$ cat src/rtl/vc_pkg.sv
// Shared types for the victim buffer.
// Assumes: one replacement-order operation per cycle at most.
package vc_pkg;
    // Operation applied to the insertion-order ranks in a cycle
    typedef enum logic [1:0] {
        AGE_NONE  = 2'd0,   // ranks unchanged
        AGE_TOUCH = 2'd1,   // valid slot becomes newest
        AGE_ALLOC = 2'd2,   // empty slot filled, becomes newest
        AGE_KILL  = 2'd3    // slot leaves, older ranks close the gap
    } age_op_e;
endpackage

$ cat src/rtl/vc_match.sv
// Parallel address comparator over all entries of the buffer.
// Assumes the store keeps addresses unique, so at most one bit of
// hit_vec is set; hit_idx encodes that bit.
module vc_match #(
    parameter int N  = 4,
    parameter int AW = 20,
    parameter int IW = (N > 1) ? $clog2(N) : 1
) (
    input  logic [N-1:0]         vld,
    input  logic [N-1:0][AW-1:0] tags,
    input  logic [AW-1:0]        addr,
    output logic [N-1:0]         hit_vec,
    output logic                 hit_any,
    output logic [IW-1:0]        hit_idx
);
    // One comparator per entry
    for (genvar g = 0; g < N; g++) begin : g_cmp
        assign hit_vec[g] = vld[g] && (tags[g] == addr);
    end

    assign hit_any = |hit_vec;

    // Encode the matching entry number
    always_comb begin
        hit_idx = '0;
        for (int i = 0; i < N; i++) begin
            if (hit_vec[i]) hit_idx = hit_idx | IW'(i);
        end
    end
endmodule

$ cat src/rtl/vc_age.sv
// Insertion-order tracker. Each valid entry holds a rank equal to the
// number of valid entries inserted after it: 0 is newest and
// count-1 is oldest. It reports the oldest slot as the replacement
// choice. Assumes the caller issues ALLOC only on an empty slot and
// TOUCH/KILL only on a valid one.
module vc_age
    import vc_pkg::*;
#(
    parameter int N  = 4,
    parameter int IW = (N > 1) ? $clog2(N) : 1
) (
    input  logic          clk,
    input  logic          rst_n,
    input  logic [N-1:0]  vld,
    input  age_op_e       op,
    input  logic [IW-1:0] slot,
    output logic [IW-1:0] oldest
);
    logic [N-1:0][IW-1:0] rank_q;

    // Update ranks for the cycle's operation
    always_ff @(posedge clk) begin
        if (!rst_n) begin
            rank_q <= '0;
        end else begin
            for (int i = 0; i < N; i++) begin
                unique case (op)
                    AGE_TOUCH: begin
                        if (IW'(i) == slot)                      rank_q[i] <= '0;
                        else if (vld[i] && rank_q[i] < rank_q[slot]) rank_q[i] <= rank_q[i] + 1'b1;
                    end
                    AGE_ALLOC: begin
                        if (IW'(i) == slot) rank_q[i] <= '0;
                        else if (vld[i])    rank_q[i] <= rank_q[i] + 1'b1;
                    end
                    AGE_KILL: begin
                        if (IW'(i) != slot && vld[i] && rank_q[i] > rank_q[slot])
                            rank_q[i] <= rank_q[i] - 1'b1;
                    end
                    default: ;
                endcase
            end
        end
    end

    // Pick the valid entry with the largest rank
    always_comb begin
        logic [IW-1:0] best;
        best   = '0;
        oldest = '0;
        for (int i = 0; i < N; i++) begin
            if (vld[i] && rank_q[i] >= best) begin
                best   = rank_q[i];
                oldest = IW'(i);
            end
        end
    end

    // ranks of valid entries stay below the valid count
    always @(posedge clk) begin
        if (rst_n) begin
            for (int i = 0; i < N; i++) begin
                if (vld[i]) begin
                    rank_range_chk: assert (32'(rank_q[i]) < $countones(vld))
                        else $error("rank out of range");
                end
            end
        end
    end


    alloc_empty_chk: assert property (@(posedge clk) disable iff (!rst_n)
        (op == AGE_ALLOC) |-> !vld[slot]);
endmodule

$ cat src/rtl/vc_store.sv
// Entry storage: valid bit, line address and line data per slot.
// Assumes a write and a clear in one cycle name different slots.
module vc_store #(
    parameter int N  = 4,
    parameter int AW = 20,
    parameter int DW = 32,
    parameter int IW = (N > 1) ? $clog2(N) : 1
) (
    input  logic                 clk,
    input  logic                 rst_n,
    input  logic                 wr_en,
    input  logic [IW-1:0]        wr_slot,
    input  logic [AW-1:0]        wr_addr,
    input  logic [DW-1:0]        wr_data,
    input  logic                 clr_en,
    input  logic [IW-1:0]        clr_slot,
    output logic [N-1:0]         vld,
    output logic [N-1:0][AW-1:0] tags,
    output logic [N-1:0][DW-1:0] lines
);
    // Valid bits: clear on reset, set by writes, dropped by clears
    always_ff @(posedge clk) begin
        if (!rst_n) begin
            vld <= '0;
        end else begin
            if (clr_en) vld[clr_slot] <= 1'b0;
            if (wr_en)  vld[wr_slot]  <= 1'b1;
        end
    end

    // Address and data payload, written without reset
    always_ff @(posedge clk) begin
        if (wr_en) begin
            tags[wr_slot]  <= wr_addr;
            lines[wr_slot] <= wr_data;
        end
    end


    wr_clr_apart_chk: assert property (@(posedge clk) disable iff (!rst_n)
        (wr_en && clr_en) |-> (wr_slot != clr_slot));


    wr_sets_valid_chk: assert property (@(posedge clk) disable iff (!rst_n)
        wr_en |=> vld[$past(wr_slot)]);
endmodule

$ cat src/rtl/victim_cache.sv
// Victim buffer top. Compares a lookup address and an eviction address
// against all entries in one cycle. It answers the lookup one cycle
// later, forwards misses, and swaps, updates, stores or removes lines.
// Assumes the first-level cache sends its displaced line in the same
// cycle as the lookup that caused it, and sends at most one of each
// per cycle.
module victim_cache
    import vc_pkg::*;
#(
    parameter int ENTRIES = 4,
    parameter int ADDR_W  = 20,
    parameter int LINE_W  = 32
) (
    input  logic              clk,
    input  logic              rst_n,
    input  logic              lk_req,
    input  logic [ADDR_W-1:0] lk_addr,
    input  logic              ev_req,
    input  logic [ADDR_W-1:0] ev_addr,
    input  logic [LINE_W-1:0] ev_line,
    output logic              rsp_valid,
    output logic              rsp_hit,
    output logic [LINE_W-1:0] rsp_line,
    output logic              fwd_req,
    output logic [ADDR_W-1:0] fwd_addr
);
    localparam int IW = (ENTRIES > 1) ? $clog2(ENTRIES) : 1;

    logic [ENTRIES-1:0]             vld;
    logic [ENTRIES-1:0][ADDR_W-1:0] tags;
    logic [ENTRIES-1:0][LINE_W-1:0] lines;
    logic [ENTRIES-1:0]             lk_vec, ev_vec;
    logic                           lk_any, ev_any;
    logic [IW-1:0]                  lk_idx, ev_idx;
    logic [IW-1:0]                  oldest, free_idx;
    logic                           has_free;
    logic                           hit, dup;

    logic                           wr_en, clr_en;
    logic [IW-1:0]                  wr_slot, clr_slot;
    age_op_e                        age_op;
    logic [IW-1:0]                  age_slot;

    vc_match #(.N(ENTRIES), .AW(ADDR_W), .IW(IW)) u_lk_match (
        .vld(vld), .tags(tags), .addr(lk_addr),
        .hit_vec(lk_vec), .hit_any(lk_any), .hit_idx(lk_idx)
    );

    vc_match #(.N(ENTRIES), .AW(ADDR_W), .IW(IW)) u_ev_match (
        .vld(vld), .tags(tags), .addr(ev_addr),
        .hit_vec(ev_vec), .hit_any(ev_any), .hit_idx(ev_idx)
    );

    assign hit = lk_req && lk_any;
    assign dup = ev_req && ev_any;

    // Lowest-numbered empty slot
    always_comb begin
        free_idx = '0;
        has_free = 1'b0;
        for (int i = ENTRIES - 1; i >= 0; i--) begin
            if (!vld[i]) begin
                free_idx = IW'(i);
                has_free = 1'b1;
            end
        end
    end

    // Decide writes, clears and the rank operation for this cycle
    always_comb begin
        wr_en    = 1'b0;
        wr_slot  = '0;
        clr_en   = 1'b0;
        clr_slot = '0;
        age_op   = AGE_NONE;
        age_slot = '0;
        if (dup) begin
            wr_en   = 1'b1;
            wr_slot = ev_idx;
            if (hit && lk_idx != ev_idx) begin
                clr_en   = 1'b1;
                clr_slot = lk_idx;
                age_op   = AGE_KILL;
                age_slot = lk_idx;
            end
        end else if (hit) begin
            if (ev_req) begin
                wr_en    = 1'b1;
                wr_slot  = lk_idx;
                age_op   = AGE_TOUCH;
                age_slot = lk_idx;
            end else begin
                clr_en   = 1'b1;
                clr_slot = lk_idx;
                age_op   = AGE_KILL;
                age_slot = lk_idx;
            end
        end else if (ev_req) begin
            wr_en    = 1'b1;
            wr_slot  = has_free ? free_idx : oldest;
            age_op   = has_free ? AGE_ALLOC : AGE_TOUCH;
            age_slot = wr_slot;
        end
    end

    vc_store #(.N(ENTRIES), .AW(ADDR_W), .DW(LINE_W), .IW(IW)) u_store (
        .clk(clk), .rst_n(rst_n),
        .wr_en(wr_en), .wr_slot(wr_slot), .wr_addr(ev_addr), .wr_data(ev_line),
        .clr_en(clr_en), .clr_slot(clr_slot),
        .vld(vld), .tags(tags), .lines(lines)
    );

    vc_age #(.N(ENTRIES), .IW(IW)) u_age (
        .clk(clk), .rst_n(rst_n), .vld(vld),
        .op(age_op), .slot(age_slot), .oldest(oldest)
    );

    // Register the lookup response and the miss forward
    always_ff @(posedge clk) begin
        if (!rst_n) begin
            rsp_valid <= 1'b0;
            rsp_hit   <= 1'b0;
            rsp_line  <= '0;
            fwd_req   <= 1'b0;
            fwd_addr  <= '0;
        end else begin
            rsp_valid <= lk_req;
            rsp_hit   <= hit;
            rsp_line  <= hit ? lines[lk_idx] : '0;
            fwd_req   <= lk_req && !hit;
            fwd_addr  <= (lk_req && !hit) ? lk_addr : '0;
        end
    end


    rsp_timing_chk: assert property (@(posedge clk) disable iff (!rst_n)
        lk_req |=> rsp_valid);


    fwd_addr_chk: assert property (@(posedge clk) disable iff (!rst_n)
        fwd_req |-> (rsp_valid && fwd_addr == $past(lk_addr)));


    hit_no_fwd_chk: assert property (@(posedge clk) disable iff (!rst_n)
        rsp_hit |-> !fwd_req);


    single_copy_chk: assert property (@(posedge clk) disable iff (!rst_n)
        $onehot0(lk_vec) && $onehot0(ev_vec));
endmodule

$ cat config.mk
export PLATFORM = sky130hd
export DESIGN_NAME = victim_cache
export DESIGN_NICKNAME = d
export VERILOG_FILES = /design/src/rtl/vc_pkg.sv /design/src/rtl/vc_match.sv /design/src/rtl/vc_age.sv /design/src/rtl/vc_store.sv /design/src/rtl/victim_cache.sv
export SDC_FILE = /design/constraint.sdc
export NUM_CORES = 1
export LEC_CHECK = 0
export ABC_AREA = 0
export BUFFER_PORTS_ARGS = -buffer_cell sky130_fd_sc_hd__clkbuf_2
export CORE_AREA = 2 2 156 158
export CTS_CLUSTER_DIAMETER = 150
export DETAILED_ROUTE_END_ITERATION = 10
export DIE_AREA = 0 0 158 160
export PLACE_DENSITY = 0.75
export SLEW_MARGIN = 20
export SYNTH_ARGS = -nofsm -noshare
export SYNTH_HDL_FRONTEND = slang
export SYNTH_SLANG_ARGS = --single-unit
$ cat constraint.sdc
create_clock -name clk -period 8.6 [get_ports clk]
set_input_delay 1.29 -clock clk [delete_from_list [all_inputs] [get_ports clk]]
set_output_delay 1.29 -clock clk [all_outputs]
set_load 0.01 [all_outputs]
---- Word level (Yosys, flattened, before mapping) ----
Cells that the tools add are included.
word-level totals
  input bits .............................. 76
  flip-flop bits (word level) ............. 275
  logic and storage cells ................. 203
  output and inout bits ................... 55
cells by class
  $add $sub $neg .......................... 8
  muxes and demuxes ....................... 84
  eq/ne operators ......................... 30
  reductions and logical operators ........ 42
  order comparisons ....................... 18
  bitwise gates (word level) .............. 3
operator list
  cell                   count
  $eq A20 B20 Y1         8
  $bwmux W128            1
  $mux W2                51
  $bwmux W80             1
  $bmux W32 S2           1
  $demux W32 S2          1
  $mux W32               2
  $demux W20 S2          1
  $logic_and A1 B1 Y1    30
  $pmux W2 S3            4
  $mux W20               1
  $reduce_and A4 Y1      4
  $mux W1                15
  $lt A2 B3 Y1 const B   4
  $mux W4                3
  $ne A3 B1 Y1 const B   4
  $ne A3 B2 Y1 const B   4
  $add A2 B1 Y2 const B  4
  $gt A2 B2 Y1           4
  $lt A2 B2 Y1           4
  $ne A2 B1 Y1 const B   4
  $reduce_or A4 Y1       2
  $sub A2 B1 Y2 const B  4
  $ge A2 B1 Y1 const B   3
  other kinds (18)       25

---- Logic depth before layout (Yosys ltp) ----
Gate-level depths: netlist of the first run.
  word-level depth ........................ 23
  mapped depth ............................ 34
  depth with buffers taken out ............ 32

---- Hierarchy ----
Synthesis of the first run repeated with hierarchy kept, for this count alone.
second synthesis, totals
  cells, all modules ...................... 801
  area total of the unflattened synthesis .. 12029.0 µm²
modules (own cells, without submodules)
  module        area each (µm²)  cells each  sequential area each (µm²)  times used
  vc_store      6459.9           231         6326.1                      1
  victim_cache  2506.2           198         1101.1                      1
  vc_match      973.4            122         0.0                         2
  vc_age        1116.1           128         160.2                       1

---- Worst setup path before layout of the first run ----
OpenSTA, ideal clock, no wires.
  path type ............................... flip-flop to flip-flop
  from .................................... register u_store.vld[0]
  to ...................................... register u_store.lines[0] (netlist bit) (enable)
  stages on the path, launching flop included .. 22
  clock period less this slack ............ 9.255 ns
  setup time .............................. 0.594 ns
  slack ................................... -0.655 ns
  arrival time ............................ 8.661 ns
  data required time ...................... 8.006 ns
  buffers on the path ..................... 1
  path through ............................ dfxtp_1 clkbuf_1 and2_1 ha_1 nand2b_1 a21oi_1 nor2_1 mux2_2 ha_1 nand2b_1 a21oi_1 nor2_1 mux2_2 ha_1 a211oi_1 inv_1 o221a_2 nand2_1 a21oi_1 nor2_1 a31oi_1 nor4_1
on the way
  word-level cells in the longest chain between the ends .. 4
RTL lines
  item                              RTL line            source
  start: declaration                vc_store.sv:17      output logic [N-1:0] vld,
  start signal: assignment          vc_store.sv:24      vld <= '0;
  start signal: indexed assignment  vc_store.sv:26      if (clr_en) vld[clr_slot] <= 1'b0;
  start signal: indexed assignment  vc_store.sv:27      if (wr_en) vld[wr_slot] <= 1'b1;
  $logic_and A1 B1 Y1               vc_match.sv:18      assign hit_vec[g] = vld[g] && (tags[g] == addr);
  $reduce_or A4 Y1                  vc_match.sv:21      assign hit_any = |hit_vec;
  $logic_and A1 B1 Y1               victim_cache.sv:55  assign dup = ev_req && ev_any;
  $mux W1                           victim_cache.sv:77  if (dup) begin
  end signal: indexed assignment    vc_store.sv:35      lines[wr_slot] <= wr_data;
  end: declaration                  vc_store.sv:19      output logic [N-1:0][DW-1:0] lines
Every way passes these cells.
A chain may end at the register's enable or synchronous reset.

---- Worst setup path after layout of the first run ----
  from .................................... register u_store.vld[0]
  to ...................................... register u_age.rank_q[5] (netlist bit)
on the way
  word-level cells in the longest chain between the ends .. 21
  elaborated cells on any way between the ends .. 52
  classes of those cells .................. order compare (5); eq/ne (8); mux (23); reduce/logical (16)
RTL lines
  item                                                    RTL line                    source
  $logic_and A1 B1 Y1                                     vc_age.sv:52                if (vld[i] && rank_q[i] >= best) begin
  $mux W2                                                 vc_age.sv:52
  $ge A2 B2 Y1                                            vc_age.sv:52
  $logic_and A1 B1 Y1                                     vc_age.sv:52
  $mux W2                                                 vc_age.sv:52
  $ge A2 B2 Y1                                            vc_age.sv:52
  $logic_and A1 B1 Y1                                     vc_age.sv:52
  $mux W2                                                 vc_age.sv:52
  [... 5 more ...]                                        n/a
  $mux W2                                                 victim_cache.sv:86          end else if (hit) begin
  $mux W2                                                 victim_cache.sv:77
  $bmux W2 S2                                             vc_age.sv:30, vc_age.sv:37
  $mux W2 (not written as such)                           vc_age.sv:30, vc_age.sv:37
  $lt A2 B2 Y1 or $gt A2 B2 Y1 (tied branches)            vc_age.sv:30, vc_age.sv:37
  $logic_and A1 B1 Y1, on equally long branches           vc_age.sv:30, vc_age.sv:37
  $ne A3 B1 Y1 (no line) or $ne A2 B1 Y1 (tied branches)  n/a
  $reduce_and A4 Y1 (no line)                             n/a
  end signal: indexed assignment                          vc_age.sv:34                else if (vld[i]) rank_q[i] <= rank_q[i] + 1'b1;
  end signal: indexed assignment                          vc_age.sv:38                rank_q[i] <= rank_q[i] - 1'b1;
  end: declaration                                        vc_age.sv:19                logic [N-1:0][IW-1:0] rank_q;
Several ways; a longest one is shown, not always the timed one. The select of a mux whose other input is x is not followed.

==> results.md, run 1 <==
* Cell Pwr Density at 205 nW/um2
* DP HPWL at 20800 um
* Worst hold stages at 2
* Die ar. at around 25000 um2
* Num CTS Buffers at 28
* # Post-CTS Setup Buffers at 0
* Max incr delay on CP at roughly 0.54 ns
* Ys Warns at 0
* I/O pin total at 131
* Final min period at 6.23 ns
* CP delay by family, top: compound AO/OA/AOI/OAI gates
* Vias post-DR at 8034
* # resized after CTS at 0
* Pleak at 4.91 nW
* Unrepaired setup endpoints after global routing: no
* Core ar. at 23800 um2
* Layout cells sized above 1 at 0.207
* EDFF count, synth at around 210
* Max cap viols at 0
* Run status: finished, final reports clean
* Vias in the first global route at 7975
* Hold_buf cts at 0
* Final hold violations at 0
* Crit path kind: reg -> reg
* Clk pwr share at 0.424
* Largest net degree at the start of global routing at between 40 and 50
* Critical Path Fanout Max at 14
* Most frequent cells in the layout: edfxtp_1, clkbuf_2, xnor2_1, dfxtp_1, nand2_1
* Clk_skew at 0.0207 ns
* Hold/Removal Path Class: reg -> reg
* Slew headroom at 0.218
* Placed inst area at 13200 um2
* Synth cell types at 74
* Peak VDD IR at 0.182 mV
* Post-Syn Area at 12400 um2
* Flops & latches, synth at 275
* First-pass GRT wire length at about 46000 um
* R2R cell count at 29
* DRT Pass-1 Iters at 7
* Gate Count Post-Synth at 951
* Drt total wl at 30000 um
* Max Clk Rate at 160 MHz
* Setup TNS at 0 ns
* Total power at 2.91 mW
* IO buf count at 130
* Slowest CP cell: dfxtp_1
* Int Power at 2.27 mW
* CP endpoint kind: register
* WP depth at 29
* Remaining DRCs at 0
* Logic gate share of total power at 0.068
* Multi-input logic area at 4430 um2
* Gr ovfl total at 0
* Synth async-reset ratio at 0
* Hold_ws at about 0.58 ns
* Chip width at 158 um
* Final instance area at 14200 um2
* First DRT Iteration DRCs at a little under 700
* CTS clk-pin slew, worst paths at ~0.060 ns
* Clock Sinks at 275
* Number of fill cells in the layout at 1898
* H-tree Lvls at 1
* Predominant post-synthesis flop cell: edfxtp_1
* Syn nets at 1041
* Worst Setup Start Kind: register
* Via density at 5.71
* Final nets at between 1000 and 1500
* Psw at 0.640 mW
* Std-Cell Rows at 57
* Pin slew with the least headroom to its limit at 1.17 ns
* Reg power frac at 0.508
* Worst-case clock buffer depth at 3
* Initial core utilization at 0.519
* Die H at 160 um
* Post-detailed-route wirelength per cell at roughly 21 um
* Final Max Slew Viols at 0
* All-Layer GR Usage at 0.240
* Sequential share of the synthesized area at 0.614
* Arrival @ worst endpoint at 6.73 ns
* Switching share of power at 0.220
* Cell mode on critical path: a21oi_1
* Register area at 7590 um2
* Avg Synthesized Cell Area at 13.0 um2
* Antenna-violating nets left at 0
* Clk_lat worst skew at 0.55 ns
* Final Cycle Share at 0.725
* Initial antenna violation count at 1
* Final setup viols at 0
* WP buf/inv at 2
* TritonCTS clock tree: yes
* Worst endpoint required time at 9.10 ns
* Root Buffer: clkbuf_16
* Layout area overhead at 14.8%
* Most common cell after layout, fill and taps aside: edfxtp_1
* GPL Wtd Cong at roughly 1.0
-- cell type report --
| class | count | share of cell area |
|---|---|---|
| flip-flops and latches | 275 | 0.535 |
| diodes | 1 | 0.000176 |
| repair buffers | 140 | 0.0511 |
| inverters | 23 | 0.00608 |
| clock inverters | 13 | 0.0114 |
| well taps | 324 | 0.0286 |
| clock buffers | 39 | 0.0558 |
| multi-input cells | 592 | 0.312 |
-- sequential cells by signal, indices dropped and copies added (netlist names) --
register       cells
rsp_valid          1
u_store.vld        4
rsp_hit            1
rsp_line          32
u_store.lines    128
fwd_req            1
u_store.tags      80
u_age.rank_q       8
fwd_addr          20
-- metal layers --
metal | global-route usage | wire length [um]
met5 | 0 | 0
met2 | 0.374 | 13800
met1 | 0.337 | 12600
met3 | 0.0526 | 2630
met4 | 0.0762 | 931
-- worst min-delay path: stages, from the launching register on --
cell and delay [ns]:
edfxtp_1 0.36, o22ai_1 0.11, a211oi_1 0.06
-- cell usage after synthesis (3+ instances only) --
master,instances,area share
a211oi_1,34,0.021
a21o_1,3,0.0018
a21oi_1,25,0.010
a21oi_2,4,0.0028
a31oi_1,7,0.0035
and2_1,24,0.012
and3_1,3,0.0015
buf_1,3,0.00091
buf_2,18,0.0073
buf_4,4,0.0024
buf_6,4,0.0036
clkbuf_1,32,0.0097
dfxtp_1,67,0.11
edfxtp_1,208,0.51
ha_1,14,0.014
inv_1,22,0.0067
mux2i_1,34,0.028
nand2_1,50,0.015
nand2b_1,7,0.0035
nand3_1,16,0.0065
nand4_1,45,0.023
nor2_1,24,0.0073
nor2b_1,6,0.0030
nor3_1,7,0.0028
nor4_1,23,0.012
nor4b_1,3,0.0021
o21a_1,6,0.0036
o21ai_0,8,0.0032
o22ai_1,33,0.017
or4_1,4,0.0024
xnor2_1,116,0.082
xnor2_2,7,0.0092
xor2_1,37,0.026
-- kinds of logic after synthesis --
logic type / count (synthesis) / synth area share
AO/OA/AOI/OAI: 150 / 0.0880
XOR/XNOR: 161 / 0.119
adder cells (fa/ha/maj): 14 / 0.0142
buffers and inverters: 84 / 0.0310
flip-flops: 275 / 0.614
multiplexers: 36 / 0.0293
AND/OR/NAND/NOR: 231 / 0.105
-- power by group through the flow --
stage | sequential (mW) | clock (mW) | combinational (mW)
5_1_grt | 1.48 | 1.31 | 0.215
2_1_floorplan | 1.51 | 0 | 0.124
4_1_cts | 1.48 | 1.25 | 0.196
3_5_place_dp | 1.51 | 0 | 0.195
6_report | 1.48 | 1.23 | 0.197
3_3_place_gp | 1.51 | 0 | 0.193
-- final timing paths --
path,startpoint,endpoint,slack (ns)
worst min-delay path,u_store.lines[67]$_DFFE_PP_,rsp_line[3]$_SDFF_PN0_,0.58
worst max register to register,u_store.vld[0]$_SDFF_PN0_,u_age.rank_q[5]$_SDFFE_PN0P_,2.37
worst min register to register,u_store.lines[67]$_DFFE_PP_,rsp_line[3]$_SDFF_PN0_,0.58
worst max-delay path,u_store.vld[0]$_SDFF_PN0_,u_age.rank_q[5]$_SDFFE_PN0P_,2.37
-- per-stage QoR --
step,worst slack [ns],utilization,instances
after floorplan,1.57,-,951
after global placement,2.69,0.555,1353
after detailed placement,2.48,0.556,1354
after CTS,2.46,0.596,1406
after global routing,1.84,0.596,1406
final,2.37,0.596,1407
Power figures use the tool's default switching activity.
==> run 2: changes to the inputs <==
Settings changed: CORE_AREA 2 2 156 158 to 2 2 153 155, DIE_AREA 0 0 158 160 to 0 0 155 157.
Clock period 8.6 ns to 6.47 ns, I/O delays scaled along.
==> results.md, run 2 (same netlist as run 1, synthesis figures left out) <==
* Reg power frac at 0.507
* Final hold violations at 0
* Psw at slightly below 0.9 mW
* Slew headroom at 0.283
* Top Usage Layer GRT: met2
* CP delay by family, top: compound AO/OA/AOI/OAI gates
* Root Buffer: clkbuf_16
* Top register by number of flip-flops: u_store.lines
* Multi-input logic area at 4450 um2
* Register area at 7590 um2
* # Post-CTS Setup Buffers at 0
* Pleak at around 4.9 nW
* Setup TNS at 0 ns
* Post-layout util at 0.632
* H-tree Lvls at 1
* First-pass GRT wire length at 46000 um
* Layout cells sized above 1 at 0.216
* Drt total wl at 30200 um
* # resized after CTS at 0
* Setup crit start: u_age.rank_q[2]$_SDFFE_PN0P_
* Unrepaired setup endpoints after global routing: no
* Final instance area at 14200 um2
* Chip width at 155 um
* Antenna-violating nets left at 0
* Run status: finished, final reports clean
* Clock Sinks at 275
* Worst-case clock buffer depth at 3
* Num CTS Buffers at 28
* Initial antenna violation count at 1
* Final min period at approximately 6 ns
* Post-detailed-route wirelength per cell at 22.1 um
* Die ar. at around 24000 um2
* Vias post-DR at slightly above 8000
* Pin slew with the least headroom to its limit at 1.08 ns
* Setup ws final at a little under 0.5 ns
* Most frequent cells in the layout: edfxtp_1, clkbuf_2, xnor2_1, dfxtp_1, nand2_1
* Clk_lat worst skew at 0.57 ns
* DRT Pass-1 Iters at 5
* WP buf/inv at 2
* IO buf count at 130
* Crit path kind: reg -> reg
* Biggest regs: u_store.lines (128), u_store.tags (80), rsp_line (32)
* Hold_buf cts at 0
* Max reg flops at 128
* RR Startpoint: u_age.rank_q[2]$_SDFFE_PN0P_
* R2R cell count at 29
* Worst Setup Start Kind: register
* Via density at between 5 and 6
* Crit path to: u_age.rank_q[2]$_SDFFE_PN0P_
* Hold/Removal Path Class: reg -> reg
* All-Layer GR Usage at 0.248
* Switching share of power at 0.226
* Critical Path Fanout Max at 14
* WP depth at 29
* DP HPWL at 20600 um
* Max Clk Rate at 167 MHz
* CP endpoint kind: register
* Slowest CP cell: or4_1
* R2R setup slack at 0.49 ns
* Clk_skew at 0.0278 ns
* Max cap viols at 0
* Final setup viols at 0
* Final Cycle Share at 0.924
* CTS clk-pin slew, worst paths at 0.06 ns
* TritonCTS clock tree: yes
* Core ar. at 22500 um2
* Cell Pwr Density at between 200 and 300 nW/um2
* Peak VDD IR at 0.244 mV
* Worst hold stages at 2
* Layout area overhead at 15.0%
* Die H at around 160 um
* Total power at 3.88 mW
* FF-to-FF End: u_age.rank_q[2]$_SDFFE_PN0P_
* Met1 usage at 0.340
* Final nets at 1152
* GR Util met2 at 0.393
* Most common cell after layout, fill and taps aside: edfxtp_1
* Clk pwr share at 0.424
* Arrival @ worst endpoint at 6.46 ns
* Int Power at 3.00 mW
* Grt met3 use at 0.0655
* Placed inst area at 13200 um2
* GPL Wtd Cong at just under 1
* Largest net degree at the start of global routing at 46
* Remaining DRCs at 0
* I/O pin total at 131
* Dpl ws at 0.415 ns
* Worst endpoint required time at 6.95 ns
* First DRT Iteration DRCs at 832
* Max incr delay on CP at 0.50 ns
* Gr ovfl total at 0
* Final Max Slew Viols at 0
* Std-Cell Rows at 55
* Logic gate share of total power at 0.069
* Number of fill cells in the layout at 1664
* Final non-filler cell total at 1369
* Vias in the first global route at between 7000 and 8000
* Initial core utilization at 0.549
* Hold_ws at around 0.57 ns
* Cell mode on critical path: a21oi_1
* Placed Instances at 1317
==> run 2: worst reg2reg max path, delay by kind of cell, from the launching register on <==
kind                       cells  cell delay, ns
buffers and inverters          2            0.22
and+or+nand+nor                8            1.31
muxes                          1            0.38
DFF                            1            0.45
AOI/OAI and AO/OA             14            2.40
adders and majority gates      4            1.14
==> run 2: power by group through the flow <==
stage	combinational (mW)	clock (mW)	sequential, mW
6_report	0.269	1.64	1.96
5_1_grt	0.289	1.73	1.97
4_1_cts	0.265	1.67	1.96
3_5_place_dp	0.263	0	2.00
3_3_place_gp	0.261	0	2.00
2_1_floorplan	0.165	0	2.00
==> run 2: worst min-delay path by stage <==
| stage | startpoint | to |
|---|---|---|
| after global routing | u_age.rank_q[2]$_SDFFE_PN0P_ | u_age.rank_q[2]$_SDFFE_PN0P_ |
| after global placement | u_age.rank_q[2]$_SDFFE_PN0P_ | u_age.rank_q[2]$_SDFFE_PN0P_ |
| final | u_age.rank_q[2]$_SDFFE_PN0P_ | u_age.rank_q[2]$_SDFFE_PN0P_ |
| after detailed placement | u_age.rank_q[2]$_SDFFE_PN0P_ | u_age.rank_q[2]$_SDFFE_PN0P_ |
| after CTS | u_age.rank_q[2]$_SDFFE_PN0P_ | u_age.rank_q[2]$_SDFFE_PN0P_ |
| after floorplan | u_age.rank_q[2]$_SDFFE_PN0P_ | u_age.rank_q[2]$_SDFFE_PN0P_ |
==> run 2: final cells by class <==
cell class / instances / area share
Antenna cell: 1 / 0.000176
Clock buffer: 31 / 0.0522
Clock inverter: 20 / 0.0154
Inverter: 23 / 0.00607
Multi-Input combinational cell: 592 / 0.313
Sequential cell: 275 / 0.534
Tap cell: 285 / 0.0251
Timing Repair Buffer: 142 / 0.0547
==> run 2: routing by layer <==
layer	wire, um	vias up
li1	-	3784
met1	12900	3871
met2	14000	344
met3	2640	52
met4	707	0
met5	0	-
